## src/rtl/serreg_pkg.sv

```systemverilog
package serreg_pkg;

    typedef enum logic [2:0] {
        ST_COMM,
        ST_WR8,
        ST_RD8,
        ST_RD16,
        ST_DISC16
    } serreg_state_e;

    localparam logic [1:0] SEL_CTRL  = 2'b00;
    localparam logic [1:0] SEL_SETUP = 2'b01;
    localparam logic [1:0] SEL_TEST  = 2'b10;
    localparam logic [1:0] SEL_RES   = 2'b11;

    // command byte field positions
    localparam int CMD_INVALID_BIT = 7;
    localparam int CMD_SEL_HI      = 5;
    localparam int CMD_SEL_LO      = 4;
    localparam int CMD_READ_BIT    = 3;

endpackage

```

## src/rtl/serreg_resync.sv

```systemverilog
module serreg_resync #(
    parameter int RUN_LEN = 32
) (
    input  logic sclk,
    input  logic rst,
    input  logic sdi,
    output logic hit
);
    localparam int CNT_W = $clog2(RUN_LEN);

    logic [CNT_W-1:0] run_cnt;

    always_comb begin
        hit = sdi && (run_cnt == CNT_W'(RUN_LEN - 1));
    end

    always_ff @(posedge sclk) begin
        if (rst || hit || !sdi) begin
            run_cnt <= '0;
        end else begin
            run_cnt <= run_cnt + 1'b1;
        end
    end

    // a zero on the line always breaks the run
    p_run_break_r8: assert property (@(posedge sclk) disable iff (rst)
        (!sdi) |=> (run_cnt == '0));

endmodule

```

## src/rtl/serreg_fsm.sv

```systemverilog
module serreg_fsm
    import serreg_pkg::*;
#(
    parameter int REG_W = 8,
    parameter int RES_W = 16
) (
    input  logic                 sclk,
    input  logic                 rst,
    input  logic                 sdi,
    input  logic                 resync_hit,
    output serreg_state_e        state,
    output logic [REG_W-1:0]     rx_word,
    output logic [1:0]           tgt_sel,
    output logic                 wr_commit,
    output logic                 rd_load,
    output logic                 tx_active
);
    localparam int CNT_W = $clog2(RES_W);

    serreg_state_e      state_n;
    logic [CNT_W-1:0]   bit_cnt;
    logic [CNT_W-1:0]   cnt_n;
    logic [CNT_W-1:0]   last_idx;
    logic [REG_W-2:0]   rx_shift;
    logic [1:0]         sel_q;
    logic               at_last;
    logic               cmd_ok;

    // phase length and incoming word
    always_comb begin
        rx_word = {rx_shift, sdi};
        unique case (state)
            ST_RD16, ST_DISC16: last_idx = CNT_W'(RES_W - 1);
            default:            last_idx = CNT_W'(REG_W - 1);
        endcase
        at_last = (bit_cnt == last_idx);
        cmd_ok  = !rx_word[CMD_INVALID_BIT];
    end

    // next state
    always_comb begin
        state_n = state;
        cnt_n   = at_last ? '0 : bit_cnt + 1'b1;
        unique case (state)
            ST_COMM: begin
                if (at_last && cmd_ok) begin
                    if (rx_word[CMD_READ_BIT]) begin
                        state_n = (rx_word[CMD_SEL_HI:CMD_SEL_LO] == SEL_RES) ? ST_RD16 : ST_RD8;
                    end else begin
                        state_n = (rx_word[CMD_SEL_HI:CMD_SEL_LO] == SEL_RES) ? ST_DISC16 : ST_WR8;
                    end
                end
            end
            ST_WR8, ST_RD8, ST_RD16, ST_DISC16: begin
                if (at_last) begin
                    state_n = ST_COMM;
                end
            end
            default: state_n = ST_COMM;
        endcase
    end

    // state register
    always_ff @(posedge sclk) begin
        if (rst) begin
            state    <= ST_COMM;
            bit_cnt  <= '0;
            rx_shift <= '0;
            sel_q    <= SEL_CTRL;
        end else if (resync_hit) begin
            state    <= ST_COMM;
            bit_cnt  <= '0;
            rx_shift <= '0;
        end else begin
            state    <= state_n;
            bit_cnt  <= cnt_n;
            rx_shift <= rx_word[REG_W-2:0];
            if (state == ST_COMM && at_last) begin
                sel_q <= rx_word[CMD_SEL_HI:CMD_SEL_LO];
            end
        end
    end

    // outputs
    always_comb begin
        wr_commit = (state == ST_WR8) && at_last && !resync_hit;
        rd_load   = (state == ST_COMM) && at_last && cmd_ok
                    && rx_word[CMD_READ_BIT] && !resync_hit;
        tx_active = (state == ST_RD8) || (state == ST_RD16);
        tgt_sel   = (state == ST_COMM) ? rx_word[CMD_SEL_HI:CMD_SEL_LO] : sel_q;
    end

    // a discarded write ends after its 16th bit
    p_discard_end_r7: assert property (@(posedge sclk) disable iff (rst)
        (state == ST_DISC16 && at_last) |=> (state == ST_COMM));

endmodule

```

## src/rtl/serreg_regs.sv

```systemverilog
module serreg_regs
    import serreg_pkg::*;
#(
    parameter int REG_W = 8
) (
    input  logic              sclk,
    input  logic              rst,
    input  logic              wr_commit,
    input  logic              rd_load,
    input  logic [1:0]        tgt_sel,
    input  logic [REG_W-1:0]  wdata,
    output logic [REG_W-1:0]  ctrl_q,
    output logic [REG_W-1:0]  setup_q,
    output logic [REG_W-1:0]  test_q,
    output logic              test_mode,
    output logic              ctrl_stb,
    output logic              setup_stb,
    output logic              test_stb,
    output logic              result_stb
);
    logic wr_test;

    always_comb begin
        wr_test   = wr_commit && (tgt_sel == SEL_TEST);
        test_mode = |test_q;
    end

    always_ff @(posedge sclk) begin
        if (rst) begin
            ctrl_q     <= '0;
            setup_q    <= '0;
            test_q     <= '0;
            ctrl_stb   <= 1'b0;
            setup_stb  <= 1'b0;
            test_stb   <= 1'b0;
            result_stb <= 1'b0;
        end else begin
            ctrl_stb   <= wr_commit && (tgt_sel == SEL_CTRL);
            setup_stb  <= wr_commit && (tgt_sel == SEL_SETUP);
            test_stb   <= wr_test;
            result_stb <= rd_load && (tgt_sel == SEL_RES);
            if (wr_commit) begin
                unique case (tgt_sel)
                    SEL_CTRL:  ctrl_q  <= wdata;
                    SEL_SETUP: setup_q <= wdata;
                    SEL_TEST:  test_q  <= wdata;
                    default:   ;
                endcase
            end
        end
    end

    p_one_strobe_r10: assert property (@(posedge sclk) disable iff (rst)
        $onehot0({ctrl_stb, setup_stb, test_stb, result_stb}));

    p_test_hold_r9: assert property (@(posedge sclk) disable iff (rst)
        (!wr_test) |=> $stable(test_q));

endmodule

```

## src/rtl/serreg_tx.sv

```systemverilog
module serreg_tx #(
    parameter int RES_W = 16
) (
    input  logic              sclk,
    input  logic              rst,
    input  logic              load,
    input  logic [RES_W-1:0]  load_data,
    input  logic              active,
    output logic              sdo,
    output logic              sdo_oe
);
    logic [RES_W-1:0] tx_sr;

    always_ff @(posedge sclk) begin
        if (rst) begin
            tx_sr <= '0;
        end else if (load) begin
            tx_sr <= load_data;
        end else if (active) begin
            tx_sr <= {tx_sr[RES_W-2:0], 1'b0};
        end
    end

    // launch on the falling edge
    always_ff @(negedge sclk) begin
        if (rst) begin
            sdo    <= 1'b0;
            sdo_oe <= 1'b0;
        end else begin
            sdo    <= active & tx_sr[RES_W-1];
            sdo_oe <= active;
        end
    end

endmodule

```

## src/rtl/serreg_ctrl.sv

```systemverilog
module serreg_ctrl
    import serreg_pkg::*;
#(
    parameter int REG_W   = 8,
    parameter int RES_W   = 16,
    parameter int RUN_LEN = 32
) (
    input  logic              sclk,
    input  logic              rst,
    input  logic              sdi,
    input  logic [RES_W-1:0]  result_in,
    output logic              sdo,
    output logic              sdo_oe,
    output logic [REG_W-1:0]  ctrl_q,
    output logic [REG_W-1:0]  setup_q,
    output logic [REG_W-1:0]  test_q,
    output logic              test_mode,
    output logic              ctrl_stb,
    output logic              setup_stb,
    output logic              test_stb,
    output logic              result_stb
);
    localparam int PAD_W = RES_W - REG_W;

    serreg_state_e     state;
    logic [REG_W-1:0]  rx_word;
    logic [1:0]        tgt_sel;
    logic              wr_commit;
    logic              rd_load;
    logic              tx_active;
    logic              resync_hit;
    logic [RES_W-1:0]  load_data;

    serreg_resync #(.RUN_LEN(RUN_LEN)) u_resync (
        .sclk (sclk),
        .rst  (rst),
        .sdi  (sdi),
        .hit  (resync_hit)
    );

    serreg_fsm #(.REG_W(REG_W), .RES_W(RES_W)) u_fsm (
        .sclk       (sclk),
        .rst        (rst),
        .sdi        (sdi),
        .resync_hit (resync_hit),
        .state      (state),
        .rx_word    (rx_word),
        .tgt_sel    (tgt_sel),
        .wr_commit  (wr_commit),
        .rd_load    (rd_load),
        .tx_active  (tx_active)
    );

    serreg_regs #(.REG_W(REG_W)) u_regs (
        .sclk       (sclk),
        .rst        (rst),
        .wr_commit  (wr_commit),
        .rd_load    (rd_load),
        .tgt_sel    (tgt_sel),
        .wdata      (rx_word),
        .ctrl_q     (ctrl_q),
        .setup_q    (setup_q),
        .test_q     (test_q),
        .test_mode  (test_mode),
        .ctrl_stb   (ctrl_stb),
        .setup_stb  (setup_stb),
        .test_stb   (test_stb),
        .result_stb (result_stb)
    );

    // read source, left aligned
    always_comb begin
        unique case (tgt_sel)
            SEL_CTRL:  load_data = {ctrl_q,  {PAD_W{1'b0}}};
            SEL_SETUP: load_data = {setup_q, {PAD_W{1'b0}}};
            SEL_TEST:  load_data = {test_q,  {PAD_W{1'b0}}};
            default:   load_data = result_in;
        endcase
    end

    serreg_tx #(.RES_W(RES_W)) u_tx (
        .sclk      (sclk),
        .rst       (rst),
        .load      (rd_load),
        .load_data (load_data),
        .active    (tx_active),
        .sdo       (sdo),
        .sdo_oe    (sdo_oe)
    );

    p_quiet_out_r10: assert property (@(posedge sclk) disable iff (rst)
        (!tx_active) |-> (!sdo && !sdo_oe));

    p_resync_r8: assert property (@(posedge sclk) disable iff (rst)
        resync_hit |=> (state == ST_COMM));

    p_discard_r7: assert property (@(posedge sclk) disable iff (rst)
        (state == ST_DISC16) |=> ($stable(ctrl_q) && $stable(setup_q) && $stable(test_q)));

endmodule

```

## config.mk

```make
export PLATFORM = sky130hd
export DESIGN_NAME = serreg_ctrl
export DESIGN_NICKNAME = d
export VERILOG_FILES = /design/src/rtl/serreg_pkg.sv /design/src/rtl/serreg_resync.sv /design/src/rtl/serreg_fsm.sv /design/src/rtl/serreg_regs.sv /design/src/rtl/serreg_tx.sv /design/src/rtl/serreg_ctrl.sv
export SDC_FILE = /design/constraint.sdc
export NUM_CORES = 1
export LEC_CHECK = 0
export ABC_AREA = 1
export BUFFER_PORTS_ARGS = -buffer_cell sky130_fd_sc_hd__buf_4
export CELL_PAD_IN_SITES_DETAIL_PLACEMENT = 1
export CELL_PAD_IN_SITES_GLOBAL_PLACEMENT = 1
export CORE_ASPECT_RATIO = 1.4
export CORE_UTILIZATION = 40
export DETAILED_ROUTE_END_ITERATION = 16
export HOLD_SLACK_MARGIN = 0.06
export PLACE_DENSITY_LB_ADDON = 0.1
export SETUP_SLACK_MARGIN = 0.4
export SLEW_MARGIN = 20
export SYNTH_ARGS = -nofsm -noshare
export SYNTH_HDL_FRONTEND = slang
export SYNTH_SLANG_ARGS = --single-unit
```

## constraint.sdc

```tcl
create_clock -name sclk -period 2.1 [get_ports sclk]
set_input_delay 0 -clock sclk [delete_from_list [all_inputs] [get_ports sclk]]
set_output_delay 0 -clock sclk [all_outputs]
set_load 0.05 [all_outputs]
```

# [Word level (Yosys, flattened, before mapping)]
# Index checks and enable logic that the tools add are counted.
# Widths: inputs -> output; s select.
[classes] reduce_logical=31 mul=0 magnitude_cmp=0 n_bitwise=2 n_shift=0 eq_ne=12 add_sub_neg=2 mux=11 div_mod_pow=0
[ops] operator="$pmux 16 s3" n=1
[ops] operator="$mux 16" n=2
[ops] operator="$logic_and 1x1->1" n=12
[ops] operator="$mux 3" n=4
[ops] operator="$reduce_and 2->1" n=5
[ops] operator="$reduce_or 8->1" n=1
[ops] operator="$eq 2x2->1 const B" n=3
[ops] operator="$eq 3x2->1 const B" n=2
[ops] operator="$pmux 3 s2" n=1
[ops] operator="$add 5x1->5 const B" n=1
[ops] operator="$eq 5x5->1 const B" n=1
[ops] operator="$add 4x1->4 const B" n=1
[ops] operator="$eq 4x4->1" n=1
[ops] operator="$mux 4" n=1
[ops] operator="$ne 2x1->1 const B" n=2
[ops] operator="$reduce_or 2->1" n=2
[ops] operator="$reduce_or 4->1" n=1
[ops] operator="$eq 3x1->1 const B" n=1
[ops] operator="$eq 3x3->1 const B" n=1
[ops] operator="$logic_not 1->1" n=3
[ops] operator="$logic_not 3->1" n=1
[ops] operator="$logic_or 1x1->1" n=3
[ops] operator="$reduce_or 3->1" n=1
[ops] operator="$eq 2x1->1 const B" n=1
[ops] operator="6 further kinds" n=6
[totals] register_bits=67 romBits=0 inputBits=19 latchBits=0 output_inout_bits=31 wordCells=73 mem_count=0 ram_bits=0

# [Longest topological paths before layout]
# Gate-level depths: netlist of the first run.
[depth] ltp_word=9 mapped_depth=12 ltp_nobuf=11

# [Cells and area by module]
# From an unflattened synthesis of the first run, not the netlist that was laid out.
[hier_totals] cells_unflattened=491 hier_area_um2=3357.0
[by_module_without_submodules] mod="serreg_regs" n_inst=1 area_per_inst_um2=1196.1 cells_each=172
[by_module_without_submodules] mod="serreg_tx" n_inst=1 area_per_inst_um2=869.6 cells_each=127
[by_module_without_submodules] mod="serreg_fsm" n_inst=1 area_per_inst_um2=742.0 cells_each=101
[by_module_without_submodules] mod="serreg_ctrl" n_inst=1 area_per_inst_um2=327.8 cells_each=64
[by_module_without_submodules] mod="serreg_resync" n_inst=1 area_per_inst_um2=221.5 cells_each=27

==> impl_metrics.py, run 1 <==
metrics = {
    "finish": {
        "drive_above_1_share": 0.353,
        "layout.nets": 573,
        "area_growth_pct": 46.7,
        "n_fill_cell": 940,
        "fin_util": 0.611,
        "diodes": 0,
        "final_cells": 652,
    },
    "setup_path": {
        "crit_fanout": 8,
        "slowest_delay_ns": 0.34,
        "start_kind": "flop",
        "path_cells": "ha_4, inv_2, nor2_2, ha_2, nand2_2, inv_2, nor2_2, nand4_1, buf_4, buf_12, nand3_2, nand2_1, a21oi_1",
        "cp_data_required_time_ns": 2.38,
        "slowest_stage": "dfxtp_2",
        "crit_type": "reg2reg",
        "critical_path.endpoint_type": "flop",
        "crit_arrival_ns": 2.19,
    },
    "power": {
        "sw_frac_of_total": 0.236,
        "power_frac_clock": 0.435,
        "pwr-share-seq": 0.503,
        "p_comb_frac": 0.062,
        "power_leakage_uw": 0.00210,
        "pwr_density_cell_nw_per_um2": 563,
        "p_int_uw": 1960,
        "peakVddDrop_mv": 0.497,
        "p_switching_uw": 605,
    },
    "run": {
        "maxCapViolCount": 0,
    },
    "logic_synthesis": {
        "yosysMostFrequentCell": "nand2_1",
        "synth_fp_nets": 473,
        "synthCells": 450,
        "async_reset_ff_frac": 0,
        "yosysUniqueCellTypes": 27,
        "synth_commonest_cells": "nand2_1, nor2_1, dfxtp_1",
        "synth_area_per_cell_um2": 6.90,
        "yosysWarnings": 0,
        "synth_top_area_cell": "dfxtp_1",
        "ys_seq_area_frac": 0.432,
        "synth_area_um2": 3110,
        "synth_area_leaders": "dfxtp_1, nand2_1, nor2_1",
        "synthDominantCellAreaShare": 0.432,
        "synth-seq-cells": 67,
        "synth_edf_count": 0,
        "ys.flop_type": "dfxtp_1",
    },
    "sta": {
        "finalCriticalPeriod_ns": 1.92,
        "relSlewSlack": 0.723,
        "fmax_ghz": 0.522,
        "final-hold-violation-count": 0,
        "tightest_slew_ns": 0.412,
        "finalCritPeriodShare": 0.912,
        "setup_tns_ns": 0,
        "setup_viol": 0,
        "drv_slew": 0,
        "rsz0062_at_grt": "true",
        "finClkSkew_ns": 0.0397,
    },
    "cts": {
        "cts.clk_slew.worst_paths_ns": 0.07,
        "clockRootBuffer": "clkbuf_8",
        "insertion_delay_ns": 0.38,
        "cts_buffer_depth": 2,
        "cts_tree": "built",
        "cts_buffers": 9,
        "cts_sinks": 67,
        "cts.htree.levels": 3,
    },
    "global_route": {
        "grt_pass1_vias": 3549,
        "grtUsageMet1": 0.298,
        "grt_max_degree": 34,
        "use_met3": 0.0567,
        "grtUsageMet2": 0.510,
        "antenna_found_initial": 0,
        "grt_first_pass_wirelength_um": 17200,
        "grt-ovfl-total": 0,
        "grt-busiest-layer": "met2",
        "grt_use_total": 0.276,
    },
    "run_status": {
        "outcome": "complete, no violations",
    },
    "floorplan": {
        "dieArea_um2": 8130,
        "start_util": 0.417,
        "die_x_um": 76.5,
        "num_rows": 37,
        "pin_count": 50,
        "core_area_um2": 7450,
        "die_h_um": 106,
    },
    "drt": {
        "drc": 0,
        "wl_um": 11700,
        "detail-route-antenna-nets": 0,
        "first_pass_iters": 4,
        "via_per_inst": 5.23,
        "detail_route.wl_per_cell_um": 18.0,
        "drtIter0Drc": 125,
        "vias": 3410,
    },
    "placement": {
        "place_congestion": 0.793,
        "portBuffers": 49,
        "place_hpwl_um": 6240,
        "dp.cells": 590,
    },
    "hold_path": {
        "hp-class": "in2reg",
    },
}
## registers in the layout (all words and copies together) (netlist names)
name               flops
u_tx.sdo_oe            1
u_regs.ctrl_q          8
u_regs.setup_q         8
u_fsm.state            3
u_regs.result_stb      1
u_regs.ctrl_stb        1
u_tx.tx_sr            16
u_tx.sdo               1
u_fsm.sel_q            2
u_fsm.bit_cnt          4
u_fsm.rx_shift         7
u_regs.test_q          8
u_regs.setup_stb       1
u_regs.test_stb        1
u_resync.run_cnt       5
## layout make-up
type	count	area, um2	area share
clock inverter	8	77.6	0.0170
timing repair buffer	104	916	0.201
clock buffer	10	128	0.0280
sequential	67	1350	0.297
tap	97	121	0.0266
inverter	45	175	0.0384
multi-input combinational	321	1790	0.392
## cell usage in the layout (no fill, tap or decap), types with 9 or more instances in the layout
cell type,synthesis,final
buf_6,4,14
dlygate4sd3_1,0,17
nor2_1,89,83
a21oi_2,0,10
nand2_2,5,20
dfxtp_1,67,60
buf_4,0,69
a21oi_1,20,10
nand2_1,109,93
nand3_1,40,27
nand3_2,0,11
clkbuf_8,0,9
inv_1,45,38
o21ai_0,25,15
## through the flow
step,total power (uW),cell area [um2],setup WS (ns),hold WS (ns)
2_1_floorplan,1390,3130,0.182,0.103
3_3_place_gp,1430,3590,0.264,0.197
3_5_place_dp,1440,3590,0.186,0.198
4_1_cts,2560,4330,0.200,0.0685
5_1_grt,2660,4560,0.0955,0.152
6_report,2570,4560,0.184,0.131
## power groups by stage
stage | Combinational [uW] | Sequential [uW] | Clock, uW
floorplan | 61.5 | 1320 | 8.95
global placement | 107 | 1320 | 8.95
detailed placement | 109 | 1320 | 8.95
CTS | 142 | 1290 | 1130
global route | 173 | 1290 | 1200
finish | 159 | 1290 | 1120
## per-layer routing
| layer | up-vias | share of wire |
|---|---|---|
| li1 | 1619 | - |
| met1 | 1644 | 0.40 |
| met2 | 104 | 0.53 |
| met3 | 43 | 0.032 |
| met4 | 0 | 0.042 |
| met5 | - | 0 |
## final timing paths
kind	from	endpoint	slack, ns	depth (start not counted)
max	u_resync.run_cnt[0]$_SDFF_PP0_	u_tx.tx_sr[5]$_SDFFE_PP0P_	0.18	13
min	result_in[8]	u_tx.tx_sr[8]$_SDFFE_PP0P_	0.13	5
max reg2reg	u_resync.run_cnt[0]$_SDFF_PP0_	u_tx.tx_sr[5]$_SDFFE_PP0P_	0.18	13
min reg2reg	u_fsm.bit_cnt[0]$_SDFF_PP0_	u_fsm.bit_cnt[0]$_SDFF_PP0_	0.46	1
## worst max-delay path, delay by kind of cell, from the launching register on
family	cells	cell delay, ns
flops	1	0.34
buf+inv	4	0.48
compound gates	1	0.15
fa+ha+maj	2	0.32
simple gates	6	0.54
## kinds of logic (layout without fill, tap and decap cells)
group,after synthesis,in the layout,synth area share
compound gates,48,48,0.0801
simple gates,267,267,0.381
fa+ha+maj,4,4,0.0161
buf+inv,62,167,0.0854
xor+xnor,2,2,0.00564
flops,67,67,0.432
## what timing repair did
item / 4_1_cts / 5_1_grt
gates resized for setup: 52 / 62
endpoints found under the hold margin: 25 / 0
gates cloned: 4 / 0
buffers inserted: 19 / 5
hold buffers: 17 / 0
setup endpoints to repair: 51 / 61
pin swaps: 11 / 14
No activity file was read; power rests on OpenSTA's default activity.
==> inputs of run 2 (changes only) <==
--- a/config.mk
+++ b/config.mk
@@ -18,4 +18,5 @@
 export SLEW_MARGIN = 20
 export SYNTH_ARGS = -nofsm -noshare
 export SYNTH_HDL_FRONTEND = slang
+export SYNTH_HIERARCHICAL = 1
 export SYNTH_SLANG_ARGS = --single-unit
==> impl_metrics.py, run 2 <==
metrics = {
    "sta": {
        "rsz0062_at_grt": "true",
        "finClkSkew_ns": 0.0695,
        "finalCritPeriodShare": 0.981,
        "final-hold-violation-count": 0,
        "fmax_ghz": 0.486,
        "relSlewSlack": 0.412,
        "fin_ws_ns": 0.0405,
        "tightest_slew_ns": 0.881,
        "setup_viol": 0,
        "finalCriticalPeriod_ns": 2.06,
        "drv_slew": 0,
    },
    "setup_path": {
        "slowest_delay_ns": 0.35,
        "crit_type": "reg2reg",
        "path_cells": "ha_4, nand2_4, nor2_4, ha_4, nand2_2, inv_2, inv_2, nand4_4, buf_12, nor2_4, buf_12, nand3_4, nand2_2, nand2_2, nor2_2",
        "cp_num_buf_inv": 4,
        "cp_data_required_time_ns": 2.36,
        "crit_family": "simple AND/OR/NAND/NOR gates",
        "start_kind": "flop",
        "cpMostUsedCell": "nand2_2",
        "crit_arrival_ns": 2.32,
        "critical_path.endpoint_type": "flop",
        "slowest_stage": "dfxtp_4",
        "crit_fanout": 5,
    },
    "run_status": {
        "outcome": "complete, no violations",
    },
    "finish": {
        "regMostFlops": "u_tx/tx_sr",
        "n_fill_cell": 995,
        "drive_above_1_share": 0.392,
        "layout_common_cells": "nand2_1, buf_4, inv_1",
        "layout.nets": 613,
        "largest_reg_flops": 16,
        "diodes": 0,
        "area_growth_pct": 51.7,
        "mostFrequentLayoutCell": "nand2_1",
    },
    "floorplan": {
        "die_x_um": 79.4,
        "num_rows": 39,
        "start_util": 0.412,
        "dieArea_um2": 8770,
        "die_h_um": 110,
        "pin_count": 50,
        "core_area_um2": 8150,
    },
    "cts": {
        "cts_buffers": 9,
        "cts.clk_slew.worst_paths_ns": 0.06,
        "clockRootBuffer": "clkbuf_16",
        "cts_buffer_depth": 2,
        "cts_sinks": 67,
        "cts.htree.levels": 3,
        "cts_tree": "built",
        "insertion_delay_ns": 0.40,
    },
    "drt": {
        "via_per_inst": 5.30,
        "detail-route-antenna-nets": 0,
        "wl_um": 14000,
        "wl_met3_um": 522,
        "vias": 3695,
        "drtIter0Drc": 149,
        "wl_met2_um": 7990,
        "wl_met1_um": 4910,
        "top_layer_used": "met4",
        "first_pass_iters": 4,
        "detail_route.wl_per_cell_um": 20.2,
        "drc": 0,
    },
    "placement": {
        "dp_slack_ns": -0.108,
        "place_congestion": 0.772,
        "portBuffers": 49,
        "place_hpwl_um": 7460,
    },
    "logic_synthesis": {
        "ys_seq_area_frac": 0.400,
        "yosysMostFrequentCell": "nand2_1",
        "synth_commonest_cells": "nand2_1, nor2_1, inv_1",
        "async_reset_ff_frac": 0,
        "synth_top_area_cell": "dfxtp_1",
        "yosysWarnings": 6,
        "synthDominantCellAreaShare": 0.400,
        "synth_edf_count": 0,
        "synth-seq-cells": 67,
        "yosysUniqueCellTypes": 28,
        "synth_area_per_cell_um2": 6.84,
        "ys.flop_type": "dfxtp_1",
        "synth_area_leaders": "dfxtp_1, nand2_1, nand3_1",
        "synthCells": 491,
        "synth_area_um2": 3360,
        "synth_fp_nets": 514,
    },
    "run": {
        "maxCapViolCount": 0,
    },
    "global_route": {
        "grt_first_pass_wirelength_um": 18600,
        "grt_use_total": 0.291,
        "grt-ovfl-total": 0,
        "antenna_found_initial": 0,
        "grt_max_degree": 25,
        "grt_pass1_vias": 3740,
    },
    "power": {
        "p_total_uw": 3060,
        "power_leakage_uw": 0.00246,
        "pwr_density_cell_nw_per_um2": 601,
        "peakVddDrop_mv": 0.497,
    },
    "hold_path": {
        "hp-class": "in2reg",
    },
}
## run 2: cell types whose count changed in the layout (fill, tap and decap cells not counted), sizes merged, moves of 2 or more
| cell | before | now |
|---|---|---|
| nor4 | 2 | 0 |
| buf | 87 | 95 |
| clkbuf | 10 | 14 |
| nand3 | 40 | 78 |
| inv | 46 | 81 |
| nor3 | 7 | 5 |
| nor2 | 95 | 88 |
| nand4 | 5 | 12 |
| dlygate4sd3 | 17 | 3 |
| a21oi | 20 | 14 |
| nand2 | 116 | 125 |
| o21ai | 27 | 3 |
## run 2: kinds of logic after synthesis
| group | Yosys count | synth area share |
|---|---|---|
| buffers and inverters | 99 | 0.144 |
| AOI/OAI and AO/OA | 17 | 0.0309 |
| DFF | 67 | 0.400 |
| xor gates and xnor gates | 1 | 0.00261 |
| adders and majority gates | 4 | 0.0149 |
| and+or+nand+nor | 303 | 0.408 |
## run 2: path summary, 6_finish.rpt
path                                  startpoint                       endpoint  slack, ns  cells past startpoint
hold reg to reg      u_fsm/bit_cnt[0]$_SDFF_PP0_    u_fsm/bit_cnt[0]$_SDFF_PP0_       0.45                      1
hold / removal                               rst     u_regs/test_stb$_SDFF_PP0_       0.11                      3
setup / recovery  u_resync/run_cnt[0]$_SDFF_PP0_  u_regs/test_q[4]$_SDFFE_PP0P_       0.04                     15
setup reg to reg  u_resync/run_cnt[0]$_SDFF_PP0_  u_regs/test_q[4]$_SDFFE_PP0P_       0.04                     15
## run 2: per-layer routing
layer,vias up,track usage
li1,1731,-
met1,1801,0.277
met2,117,0.569
met3,46,0.0560
met4,0,0.164
met5,-,0
## run 2: power by group
part           switching (uW)  internal, uW  total, uW
combinational            90.5          58.7        149
clock                     577          1040       1620
sequential               9.80          1280       1290
total                     677          2380       3060
## run 2: through the flow
step           hold slack [ns]  std cells  utilization  cell area (um2)  setup TNS [ns]
2_1_floorplan           0.0624        491            -             3420               0
3_3_place_gp             0.295        642        0.475             3870         -0.0211
3_5_place_dp             0.300        642        0.475             3870          -0.612
4_1_cts                 0.0885        688        0.572             4660               0
5_1_grt                  0.106        697        0.625             5090          -0.136
6_report                 0.106        697        0.625             5090               0
## run 2: worst register-to-register path: stages (launching register included)
cell and delay [ns]:
dfxtp_4 0.35, ha_4 0.17, nand2_4 0.08, nor2_4 0.04
ha_4 0.15, nand2_2 0.06, inv_2 0.04, inv_2 0.07
nand4_4 0.11, buf_12 0.15, nor2_4 0.13, buf_12 0.16
nand3_4 0.11, nand2_2 0.09, nand2_2 0.07, nor2_2 0.19
## run 2: layout make-up
cell class,count,area (um2),area share
Tap cell,102,128,0.0251
Inverter,79,315,0.0619
Timing Repair Buffer,101,960,0.188
Clock buffer,11,253,0.0496
Clock inverter,7,72.6,0.0143
Sequential cell,67,1350,0.266
Multi-Input combinational cell,330,2010,0.395
## run 2: what timing repair did
action	in CTS	in global routing
gates cloned	7	3
pin swaps	20	37
hold endpoints to repair	9	0
resized for setup	36	84
hold buffers	3	0
endpoints found under the setup margin	48	53
buffers inserted	19	6
==> inputs of run 3 (changes only) <==
--- a/config.mk
+++ b/config.mk
@@ -9,8 +9,9 @@
 export BUFFER_PORTS_ARGS = -buffer_cell sky130_fd_sc_hd__buf_4
 export CELL_PAD_IN_SITES_DETAIL_PLACEMENT = 1
 export CELL_PAD_IN_SITES_GLOBAL_PLACEMENT = 1
-export CORE_ASPECT_RATIO = 1.4
+export CORE_ASPECT_RATIO = 1.1
 export CORE_UTILIZATION = 40
+export CTS_CLUSTER_SIZE = 8
 export DETAILED_ROUTE_END_ITERATION = 16
 export HOLD_SLACK_MARGIN = 0.06
 export PLACE_DENSITY_LB_ADDON = 0.1
==> constraint.sdc (replaced) <==
create_clock -name sclk -period 2.1 [get_ports sclk]
set_input_delay 0.21 -clock sclk [delete_from_list [all_inputs] [get_ports sclk]]
set_output_delay 0.21 -clock sclk [all_outputs]
set_load 0.05 [all_outputs]
==> impl_metrics.py, run 3 (synthesized netlist as in run 2, its figures left out) <==
metrics = {
    "floorplan": {
        "pin_count": 50,
        "core_area_um2": 8040,
        "dieArea_um2": 8760,
        "die_h_um": 98.1,
        "start_util": 0.418,
        "die_x_um": 89.3,
        "num_rows": 34,
    },
    "placement": {
        "placed_area_um2": 3860,
        "place_congestion": 0.858,
        "portBuffers": 49,
        "place_hpwl_um": 7070,
    },
    "finish": {
        "regMostFlops": "u_tx/tx_sr",
        "drive_above_1_share": 0.445,
        "largest_reg_flops": 16,
        "area_growth_pct": 57.4,
        "mostFrequentLayoutCell": "nand2_1",
        "diodes": 0,
        "design_area_um2": 5280,
        "n_fill_cell": 945,
        "layout.nets": 611,
        "layout_common_cells": "nand2_1, buf_4, inv_1",
    },
    "setup_path": {
        "startpoint": "u_tx/sdo_oe$_SDFF_NP0_",
        "crit_arrival_ns": 1.93,
        "reg2reg_from": "u_resync/run_cnt[0]$_SDFF_PP0_",
        "cp_num_buf_inv": 1,
        "slowest_delay_ns": 0.33,
        "cp_data_required_time_ns": 1.89,
        "reg2regPathDepth": 15,
        "endpoint": "sdo_oe",
        "rrSetupSlack_ns": 0.03,
        "path_depth": 1,
        "start_kind": "flop",
        "regToRegEndpoint": "u_tx/tx_sr[13]$_SDFFE_PP0P_",
        "slowest_stage": "dfxtp_4",
        "crit_fanout": 1,
        "path_cells": "buf_8",
        "crit_type": "reg2out",
        "critical_path.endpoint_type": "primary output",
        "crit_family": "flip-flops",
    },
    "sta": {
        "finClkSkew_ns": 0.0467,
        "fin_hold_ws_ns": 0.178,
        "setup_viol": 2,
        "drv_slew": 0,
        "rsz0062_at_grt": "true",
        "fin_ws_ns": -0.0355,
        "final-hold-violation-count": 0,
        "tightest_slew_ns": 0.891,
        "relSlewSlack": 0.405,
    },
    "cts": {
        "cts_hold_buffers": 0,
        "clockRootBuffer": "clkbuf_8",
        "cts.htree.levels": 3,
        "cts_tree": "built",
        "cts_sinks": 67,
        "insertion_delay_ns": 0.41,
        "cts_buffers": 9,
        "cts_buffer_depth": 2,
        "cts.clk_slew.worst_paths_ns": 0.08,
    },
    "drt": {
        "wl_um": 15900,
        "drc": 0,
        "drtIter0Drc": 191,
        "detail-route-antenna-nets": 0,
        "vias": 3886,
        "first_pass_iters": 5,
        "detail_route.wl_per_cell_um": 22.7,
        "via_per_inst": 5.54,
    },
    "global_route": {
        "grt_max_degree": 25,
        "grt_first_pass_wirelength_um": 20300,
        "grt-ovfl-total": 0,
        "grt_use_total": 0.309,
        "antenna_found_initial": 0,
        "grt_pass1_vias": 3988,
    },
    "hold_path": {
        "hp-class": "in2reg",
    },
    "power": {
        "power_leakage_uw": 0.00249,
        "peakVddDrop_mv": 0.479,
        "pwr_density_cell_nw_per_um2": 561,
    },
    "run_status": {
        "violations": "negative setup slack",
        "outcome": "complete, but fails checks",
    },
    "run": {
        "maxCapViolCount": 0,
    },
}
run 3: changes by cell type in the layout (fill, tap and decap cells not counted), sizes merged:
| cell | delta |
|---|---|
| buf | +4 |
| bufinv | +3 |
| clkbuf | -4 |
| clkinvlp | +1 |
| dlygate4sd3 | -3 |
| inv | -3 |
run 3: cell type report:
| class | instances | area (um2) | share of cell area |
|---|---|---|---|
| Sequential cell | 67 | 1360 | 0.257 |
| Multi-Input combinational cell | 330 | 2180 | 0.413 |
| Timing Repair Buffer | 99 | 982 | 0.186 |
| Clock buffer | 10 | 149 | 0.0282 |
| Tap cell | 108 | 135 | 0.0256 |
| Inverter | 79 | 345 | 0.0654 |
| Clock inverter | 8 | 131 | 0.0249 |
run 3: stage by stage:
stage | setup slack [ns] | TNS (ns) | util | power (uW) | instances
finish | -0.0355 | -0.0683 | 0.657 | 2960 | 701
global route | -0.0767 | -0.390 | 0.657 | 3030 | 701
CTS | -0.0278 | -0.0441 | 0.602 | 2900 | 693
detailed placement | -0.0256 | -0.0277 | 0.480 | 1440 | 643
global placement | 0.118 | 0 | 0.480 | 1440 | 643
floorplan | 0.111 | 0 | - | 1380 | 491
run 3: worst register-to-register path: stages, from the launching register on:
cell	delay, ns
dfxtp_2	0.34
ha_4	0.17
nand2_4	0.08
nor2_4	0.04
ha_4	0.16
nand2_4	0.07
inv_4	0.05
inv_4	0.06
nand4_4	0.12
nor3_4	0.20
buf_12	0.21
clkinv_16	0.12
nand3_2	0.10
nand3_1	0.11
nand2_1	0.07
inv_1	0.07
run 3: worst min-delay path by stage:
stage	depth (start not counted)	end	from	slack, ns
5_1_grt	3	u_fsm/rx_shift[0]$_SDFF_PP0_	sdi	0.17
4_1_cts	3	u_fsm/rx_shift[0]$_SDFF_PP0_	sdi	0.14
3_5_place_dp	1	u_resync/run_cnt[0]$_SDFF_PP0_	u_resync/run_cnt[0]$_SDFF_PP0_	0.43
2_1_floorplan	1	u_tx/tx_sr[11]$_SDFFE_PP0P_	rst	0.27
3_3_place_gp	1	u_resync/run_cnt[0]$_SDFF_PP0_	u_resync/run_cnt[0]$_SDFF_PP0_	0.42
6_report	3	u_fsm/rx_shift[0]$_SDFF_PP0_	sdi	0.18
run 3: what timing repair did:
| action | 4_1_cts | 5_1_grt |
|---|---|---|
| cloned | 8 | 0 |
| setup buffers | 25 | 8 |
| endpoints found under the setup margin | 48 | 54 |
| pin swaps | 57 | 49 |
| gates resized for setup | 93 | 82 |
run 3: where the power goes:
group / internal [uW] / switching [uW]
clock: 926 / 595
sequential: 1280 / 13.3
combinational: 58.0 / 92.4
total: 2260 / 701
run 3: layer usage:
metal | vias up | global-route usage | part of all wire
li1 | 1721 | - | -
met1 | 1934 | 0.343 | 0.38
met2 | 163 | 0.548 | 0.51
met3 | 68 | 0.0499 | 0.047
met4 | 0 | 0.171 | 0.056
met5 | - | 0 | 0
